===== src/rtl/gsx_pkg.sv =====
package gsx_pkg;

   typedef enum logic [1:0] {
      SHM_OVERLAP = 2'b00,
      SHM_SERIAL  = 2'b01,
      SHM_SINGLE  = 2'b10,
      SHM_RSVD    = 2'b11
   } shm_mode_e;

   typedef enum logic [1:0] {
      ST_IDLE   = 2'b00,
      ST_ARM    = 2'b01,
      ST_EXPOSE = 2'b10,
      ST_WAITRD = 2'b11
   } shx_state_e;

endpackage


===== src/rtl/gsx_strobe_gen.sv =====
module gsx_strobe_gen #(
   parameter int PULSE_W = 3,
   localparam int LEFT_W = $clog2(PULSE_W + 1)
) (
   input  logic              clk,
   input  logic              rst_n,
   input  logic              fire_i,
   output logic              strb_n_o,
   output logic              quiet_o,
   output logic [LEFT_W-1:0] left_o
);

   logic [LEFT_W-1:0] left_q;

   generate
      if (PULSE_W < 1) begin : g_bad_width
         $error("gsx_strobe_gen: PULSE_W must be at least 1");
      end
      if (PULSE_W == 1) begin : g_single
         always_ff @(posedge clk) begin
            if (!rst_n) left_q <= '0;
            else        left_q <= fire_i;
         end
      end else begin : g_count
         always_ff @(posedge clk) begin
            if (!rst_n)              left_q <= '0;
            else if (fire_i)         left_q <= LEFT_W'(PULSE_W);
            else if (left_q != '0)   left_q <= left_q - 1'b1;
         end

         p_hold_low_r3: assert property (@(posedge clk) disable iff (!rst_n)
            (left_q > LEFT_W'(1)) |=> !strb_n_o)
            else $error("p_hold_low_r3: strobe released early");
      end
   endgenerate

   assign strb_n_o = (left_q == '0);
   assign quiet_o  = (left_q <= LEFT_W'(1));
   assign left_o   = left_q;

   p_fire_low_r3: assert property (@(posedge clk) disable iff (!rst_n)
      fire_i |=> !strb_n_o)
      else $error("p_fire_low_r3: strobe not low after fire");

endmodule


===== src/rtl/gsx_expo_timer.sv =====
module gsx_expo_timer #(
   parameter int EXP_W = 24
) (
   input  logic             clk,
   input  logic             rst_n,
   input  logic             load_i,
   input  logic [EXP_W-1:0] len_i,
   output logic             zero_o
);

   logic [EXP_W-1:0] left_q;

   always_ff @(posedge clk) begin
      if (!rst_n)              left_q <= '0;
      else if (load_i)         left_q <= len_i - 1'b1;
      else if (left_q != '0)   left_q <= left_q - 1'b1;
   end

   assign zero_o = (left_q == '0);

   p_expo_step_r4: assert property (@(posedge clk) disable iff (!rst_n)
      (!load_i && left_q != '0) |=> (left_q == $past(left_q) - 1'b1))
      else $error("p_expo_step_r4: exposure count skipped");

   p_expo_hold_r4: assert property (@(posedge clk) disable iff (!rst_n)
      (!load_i && zero_o) |=> zero_o)
      else $error("p_expo_hold_r4: exposure count wrapped");

endmodule


===== src/rtl/gsx_row_timer.sv =====
module gsx_row_timer #(
   parameter int ROW_W  = 10,
   parameter int RLEN_W = 14,
   localparam int CNT_W = ROW_W + RLEN_W
) (
   input  logic              clk,
   input  logic              rst_n,
   input  logic              row_done_i,
   input  logic [ROW_W-1:0]  row_idx_i,
   input  logic [ROW_W-1:0]  last_row_i,
   input  logic [RLEN_W-1:0] row_len_i,
   input  logic              drop_i,
   output logic [CNT_W-1:0]  left_o,
   output logic              vld_o
);

   logic [CNT_W-1:0] left_q;
   logic             vld_q;
   logic [ROW_W-1:0] rows_left;
   logic [CNT_W-1:0] span;

   always_comb begin
      rows_left = (row_idx_i < last_row_i) ? (last_row_i - row_idx_i) : '0;
      span      = CNT_W'(rows_left) * CNT_W'(row_len_i);
   end

   always_ff @(posedge clk) begin
      if (!rst_n) begin
         left_q <= '0;
         vld_q  <= 1'b0;
      end else begin
         if (row_done_i)          left_q <= (span == '0) ? '0 : span - 1'b1;
         else if (left_q != '0)   left_q <= left_q - 1'b1;

         if (drop_i)              vld_q <= 1'b0;
         else if (row_done_i)     vld_q <= 1'b1;
      end
   end

   assign left_o = left_q;
   assign vld_o  = vld_q;

   p_row_step_r8: assert property (@(posedge clk) disable iff (!rst_n)
      (!row_done_i && left_q != '0) |=> (left_q == $past(left_q) - 1'b1))
      else $error("p_row_step_r8: remaining time skipped");

   p_drop_r8: assert property (@(posedge clk) disable iff (!rst_n)
      drop_i |=> !vld_o)
      else $error("p_drop_r8: countdown still valid after store");

endmodule


===== src/rtl/gshut_expo_ctrl.sv =====
module gshut_expo_ctrl
   import gsx_pkg::*;
#(
   parameter int EXP_W   = 24,
   parameter int ROW_W   = 10,
   parameter int RLEN_W  = 14,
   parameter int PULSE_W = 3
) (
   input  logic              clk,
   input  logic              rst_n,
   input  logic              start_i,
   input  logic              stop_i,
   input  logic [1:0]        mode_i,
   input  logic [EXP_W-1:0]  expo_i,
   input  logic              clr_mem_i,
   input  logic              row_done_i,
   input  logic [ROW_W-1:0]  row_idx_i,
   input  logic [ROW_W-1:0]  last_row_i,
   input  logic [RLEN_W-1:0] row_len_i,
   output logic              open_n_o,
   output logic              store_n_o,
   output logic              frame_cap_o
);

   localparam int CNT_W  = ROW_W + RLEN_W;
   localparam int CMP_W  = (EXP_W > CNT_W) ? EXP_W : CNT_W;
   localparam int LEFT_W = $clog2(PULSE_W + 1);

   generate
      if (EXP_W < 2 || EXP_W < LEFT_W) begin : g_bad_exp
         $error("gshut_expo_ctrl: EXP_W too narrow for PULSE_W");
      end
      if (ROW_W < 1 || RLEN_W < 1) begin : g_bad_row
         $error("gshut_expo_ctrl: row widths must be positive");
      end
   endgenerate

   shx_state_e       state_q;
   shm_mode_e        mode_q;
   logic             imm_q, stop_q, end_seen_q, cap_q;
   logic [EXP_W-1:0] eff_expo;
   logic             end_now, start_ok, fire_clr, fire_open, fire_store;
   logic             open_quiet, store_quiet, exp_zero, cnt_vld, near_end;
   logic [CNT_W-1:0] rows_cnt;
   logic [LEFT_W-1:0] open_left, store_left;

   always_comb begin
      eff_expo  = (expo_i < EXP_W'(PULSE_W)) ? EXP_W'(PULSE_W) : expo_i;
      end_now   = row_done_i && (row_idx_i == last_row_i);
      start_ok  = start_i && (mode_i != 2'b11);
      near_end  = cnt_vld && (CMP_W'(rows_cnt) <= CMP_W'(eff_expo));
      fire_clr  = (state_q == ST_IDLE) && clr_mem_i && !start_i;
      fire_open = (state_q == ST_ARM) && !stop_q && open_quiet && store_quiet
                  && (imm_q || near_end);
      fire_store = (state_q == ST_EXPOSE) && exp_zero
                  && (imm_q || end_now || end_seen_q);
   end

   gsx_strobe_gen #(.PULSE_W(PULSE_W)) u_open (
      .clk(clk), .rst_n(rst_n), .fire_i(fire_open | fire_clr),
      .strb_n_o(open_n_o), .quiet_o(open_quiet), .left_o(open_left));

   gsx_strobe_gen #(.PULSE_W(PULSE_W)) u_store (
      .clk(clk), .rst_n(rst_n), .fire_i(fire_store | fire_clr),
      .strb_n_o(store_n_o), .quiet_o(store_quiet), .left_o(store_left));

   gsx_expo_timer #(.EXP_W(EXP_W)) u_expo (
      .clk(clk), .rst_n(rst_n), .load_i(fire_open), .len_i(eff_expo),
      .zero_o(exp_zero));

   gsx_row_timer #(.ROW_W(ROW_W), .RLEN_W(RLEN_W)) u_rows (
      .clk(clk), .rst_n(rst_n), .row_done_i(row_done_i), .row_idx_i(row_idx_i),
      .last_row_i(last_row_i), .row_len_i(row_len_i), .drop_i(fire_store),
      .left_o(rows_cnt), .vld_o(cnt_vld));

   always_ff @(posedge clk) begin
      if (!rst_n) begin
         state_q    <= ST_IDLE;
         mode_q     <= SHM_OVERLAP;
         imm_q      <= 1'b0;
         stop_q     <= 1'b0;
         end_seen_q <= 1'b0;
         cap_q      <= 1'b0;
      end else begin
         cap_q <= fire_store;
         if (state_q == ST_IDLE)   stop_q <= 1'b0;
         else if (stop_i)          stop_q <= 1'b1;

         if (fire_open)            end_seen_q <= 1'b0;
         else if (state_q == ST_EXPOSE && end_now) end_seen_q <= 1'b1;

         unique case (state_q)
            ST_IDLE: begin
               if (start_ok) begin
                  state_q <= ST_ARM;
                  mode_q  <= shm_mode_e'(mode_i);
                  imm_q   <= 1'b1;
               end
            end
            ST_ARM: begin
               if (stop_q)          state_q <= ST_IDLE;
               else if (fire_open)  state_q <= ST_EXPOSE;
            end
            ST_EXPOSE: begin
               if (fire_store) begin
                  if (mode_q == SHM_SINGLE || stop_q) state_q <= ST_IDLE;
                  else if (mode_q == SHM_SERIAL)      state_q <= ST_WAITRD;
                  else begin
                     state_q <= ST_ARM;
                     imm_q   <= 1'b0;
                  end
               end
            end
            ST_WAITRD: begin
               if (stop_q)        state_q <= ST_IDLE;
               else if (end_now)  state_q <= ST_ARM;
            end
            default: state_q <= ST_IDLE;
         endcase
      end
   end

   assign frame_cap_o = cap_q;

   p_no_overlap_r13: assert property (@(posedge clk) disable iff (!rst_n)
      (!open_n_o && !store_n_o) |-> (open_left == store_left))
      else $error("p_no_overlap_r13: strobes overlap outside a clear");

   p_cap_store_r6: assert property (@(posedge clk) disable iff (!rst_n)
      frame_cap_o |-> (!store_n_o && !$past(frame_cap_o)))
      else $error("p_cap_store_r6: frame flag without store pulse");

   p_single_end_r11: assert property (@(posedge clk) disable iff (!rst_n)
      (fire_store && mode_q == SHM_SINGLE) |=> (state_q == ST_IDLE))
      else $error("p_single_end_r11: single-shot did not idle");

   p_wait_read_r10: assert property (@(posedge clk) disable iff (!rst_n)
      (state_q == ST_WAITRD && !end_now && !stop_q) |=> (state_q == ST_WAITRD))
      else $error("p_wait_read_r10: left readout wait early");

   p_rsvd_r2: assert property (@(posedge clk) disable iff (!rst_n)
      (state_q == ST_IDLE && start_i && mode_i == 2'b11) |=> (state_q == ST_IDLE))
      else $error("p_rsvd_r2: reserved mode started a run");

   p_stop_r12: assert property (@(posedge clk) disable iff (!rst_n)
      (fire_store && stop_q) |=> (state_q == ST_IDLE))
      else $error("p_stop_r12: run continued after stop");

endmodule


===== config.mk =====
export PLATFORM = sky130hd
export DESIGN_NAME = gshut_expo_ctrl
export DESIGN_NICKNAME = d
export VERILOG_FILES = /design/src/rtl/gsx_pkg.sv /design/src/rtl/gsx_strobe_gen.sv /design/src/rtl/gsx_expo_timer.sv /design/src/rtl/gsx_row_timer.sv /design/src/rtl/gshut_expo_ctrl.sv
export SDC_FILE = /design/constraint.sdc
export NUM_CORES = 1
export LEC_CHECK = 0
export BUFFER_PORTS_ARGS = -buffer_cell sky130_fd_sc_hd__buf_2
export CORE_AREA = 8 8 168 170
export CTS_CLUSTER_SIZE = 14
export DETAILED_ROUTE_END_ITERATION = 8
export DIE_AREA = 0 0 176 178
export SLEW_MARGIN = 40
export SYNTH_ARGS = -nofsm -noshare
export SYNTH_HDL_FRONTEND = slang
export SYNTH_SLANG_ARGS = --single-unit

===== constraint.sdc =====
create_clock -name clk -period 10.7 [get_ports clk]
set_input_delay 1.07 -clock clk [delete_from_list [all_inputs] [get_ports clk]]
set_output_delay 1.07 -clock clk [all_outputs]
set_load 0.005 [all_outputs]

==> flow_summary_export.csv <==
group,metric,value,unit
status,status,"finished clean",
cts,cts_tree,"built",
route,drt_iter0_drc,444,
power_and_ir_drop,pwr-share-seq,0.144,
synth,synth_area,0.0100,mm^2
worst_setup_path,critPathKind,"in2reg",
synth,ys_warn_count,0,
sta,period_share,0.904,
placement,place_area,0.0107,mm^2
floorplanning,start_util,0.392,
cts,htree_num_levels,3,
cts,ctsHoldBuffers,0,
worst_setup_path,cp.required,10.89,ns
route,route.detailed.drc,0,
synth,avgSynthCellArea,8.03,um^2
power_and_ir_drop,power.leakage,0.00525,uW
layout,nNetsFinal,1552,
global_routing,grt_max_degree,48,
placement,dp_slack,0.340,ns
synth,synthCells,1251,
placement,dp_hpwl,20.4,mm
layout,layout-drive-gt1-share,0.0996,
cts,cts.sink_count,61,
worst_setup_path,critPathArrivalTime,9.86,ns
synth,synth_top_area_frac,0.189,
global_routing,overflow,0,
synth,yosysTopAreaCell,"fa_1",
synth,synth_ff_type,"dfxtp_1",
worst_setup_path,crit_fanout,13,
power_and_ir_drop,internal-power,1290,uW
cts,clock_latency,0.34,ns
synth,ys_types,70,
sta,setup-violations-final,0,
layout,area_growth_syn_to_layout,9.54,%
global_routing,grt_antenna_before_repair,1,
synth,synth.top_cells.by_area,"fa_1 (19%), ha_1 (12%), dfxtp_1 (12%)",
route,wire_per_inst,15.3,um
power_and_ir_drop,power_density,236,mW/mm^2
worst_setup_path,slowest_delay,0.57,ns
global_routing,grt_pass1_vias,8864,
synth,synth_edf_count,0,
route,viasPerCell,5.32,
floorplanning,fp.dieH,178,um
sta,drv_slew,0,
power_and_ir_drop,report.power.total,2590,uW
floorplanning,coreArea,0.0256,mm^2
cts,clockBufferDepth,2,
cts,cts.clk_slew.worst_paths,0.05,ns
sta,fin_crit,9.67,ns
worst_setup_path,setup.worst_path.start_class,"primary input",
sta,report.final.hold_viol_count,0,
layout,fin_area,0.0110,mm^2
sta,max_freq,103,MHz
synth,synthArstFlopShare,0,
sta,rsz0062_at_grt,"false",
power_and_ir_drop,switching_share,0.501,
cts,cts_buffers,9,
cts,cts_root_buf,"clkbuf_16",
power_and_ir_drop,p_switching,1300,uW
power_and_ir_drop,pwr-share-clk,0.112,
power_and_ir_drop,ir_drop,0.127,mV
route,first_pass_iters,4,
placement,io_buffers,68,
synth,yosysMostFrequentCell,"inv_1",
floorplanning,pin_count,69,
power_and_ir_drop,power_frac_comb,0.744,
route,ant_nets,0,
min_path,hp-class,"reg2reg",
layout,fillers,2650,
sta,skew,0.00609,ns
sta,maxSlewHeadroom,0.475,
global_routing,grt_util_all_layers,0.165,
worst_setup_path,end_kind,"register",
sta,fin_ws,1.03,ns
sta,fin_setup_tns,0,ns
placement,gp_congestion,0.827,
sta,max_slew.worst_pin.slew,0.788,ns
route,vias,8669,
worst_setup_path,cp_slowest_cell,"fa_1",
floorplanning,rows,59,
synth,yosysSeqAreaShare,0.122,
synth,syn_nets,1512,
run,max_cap_violations,0,
global_routing,grt_pass1_wl,43.0,mm
synth,synth_common_cells,"inv_1 (162), nand2_1 (115), ha_1 (100)",
synth,ys_ff_latch,61,
route,wl,25.0,mm
floorplanning,dieArea,0.0313,mm^2
floorplanning,die_x,176,um
## power by group through the flow
stage | registers [uW] | clock network, uW | logic [uW]
floorplan | 355 | 0 | 1530
global placement | 377 | 0 | 1890
detailed placement | 378 | 0 | 1920
CTS | 374 | 298 | 1940
global route | 387 | 308 | 2200
finish | 374 | 291 | 1930
## timing repair
action,CTS,global route
setup buffers,0,2
resized for setup,0,1
setup endpoints to repair,0,13
## critical path: cells and delay by family
| family | cells | cell delay (ns) |
|---|---|---|
| simple gates | 8 | 1.72 |
| buf+inv | 9 | 0.83 |
| fa+ha+maj | 8 | 3.58 |
| compound gates | 10 | 2.62 |
## kinds of logic (layout without fill, tap and decap cells)
kind of cell	after synthesis	count (layout)	share of synthesized area
adder cells (fa/ha/maj)	195	195	0.314
buffers and inverters	212	256	0.0831
XOR/XNOR	89	89	0.0776
multiplexers	20	20	0.0207
AO/OA/AOI/OAI	214	214	0.143
other	0	1	0
flip-flops	61	61	0.122
AND/OR/NAND/NOR	460	460	0.240
## layer usage
metal  share of wire  wire length (um)  track usage  up-vias
met5         0.00052                13            0        -
met4          0.0083               208       0.0304        2
met3           0.036               889       0.0212       19
met2            0.48             11900        0.288      137
met1            0.48             12000        0.216     4179
li1                -                 -            -     4332
## path summary, 6_finish.rpt
kind                             startpoint                             end  slack (ns)  cells after the start
min          u_expo.left_q[23]$_SDFFE_PN0P_  u_expo.left_q[23]$_SDFFE_PN0P_        0.48                      2
min reg2reg  u_expo.left_q[23]$_SDFFE_PN0P_  u_expo.left_q[23]$_SDFFE_PN0P_        0.48                      2
max                           last_row_i[0]  u_rows.left_o[13]$_SDFFE_PN0P_        1.03                     35
max reg2reg  u_rows.left_o[17]$_SDFFE_PN0P_  u_expo.left_q[12]$_SDFFE_PN0P_        6.01                     16
## cells in the final DEF, fill, tap and decap left out, drive strengths merged, types with 4 or more instances in the layout
cell | netlist | final
mux2i | 14 | 14
nand3b | 9 | 9
a21o | 31 | 31
or3 | 9 | 9
fa | 95 | 95
nor4 | 20 | 20
clkbuf | 32 | 11
nor3 | 35 | 35
or4 | 13 | 13
xor2 | 32 | 32
a211oi | 16 | 16
nand2 | 116 | 116
a21oi | 45 | 45
o21a | 9 | 9
o2111ai | 4 | 4
nor2 | 91 | 91
and3 | 13 | 13
o211a | 6 | 6
mux2 | 6 | 6
o22ai | 19 | 19
and2 | 59 | 59
dfxtp | 61 | 61
xnor2 | 57 | 57
nand4 | 17 | 17
nand2b | 5 | 5
o31ai | 4 | 4
nor3b | 6 | 6
and4 | 13 | 13
inv | 162 | 162
or2 | 10 | 10
nor2b | 15 | 15
nand3 | 20 | 20
a31oi | 11 | 11
a21boi | 7 | 7
o21ai | 31 | 31
buf | 18 | 79
ha | 100 | 100
a221oi | 5 | 5
## through the flow
stage          hold WS, ns   util  std cells
2_1_floorplan        0.455      -       1251
3_3_place_gp         0.469  0.416       1613
3_5_place_dp         0.474  0.417       1613
4_1_cts              0.484  0.428       1628
5_1_grt              0.506  0.430       1630
6_report             0.484  0.430       1631
## flip-flops by register name, indices dropped and copies added, names as in the netlist
register,count
end_seen_q,1
frame_cap_o,1
imm_q,1
mode_q,2
state_q,2
stop_q,1
u_expo.left_q,24
u_open.left_o,2
u_rows.left_o,24
u_rows.vld_o,1
u_store.left_o,2
## layout make-up
class / count / area (um^2) / area share
Antenna cell: 1 / 2.50 / 0.000227
Clock buffer: 11 / 253 / 0.0230
Clock inverter: 4 / 47.5 / 0.00432
Inverter: 162 / 608 / 0.0553
Multi-Input combinational cell: 978 / 8030 / 0.730
Sequential cell: 61 / 1220 / 0.111
Tap cell: 335 / 419 / 0.0381
Timing Repair Buffer: 79 / 423 / 0.0384
No activity file was read; power rests on OpenSTA's default activity.
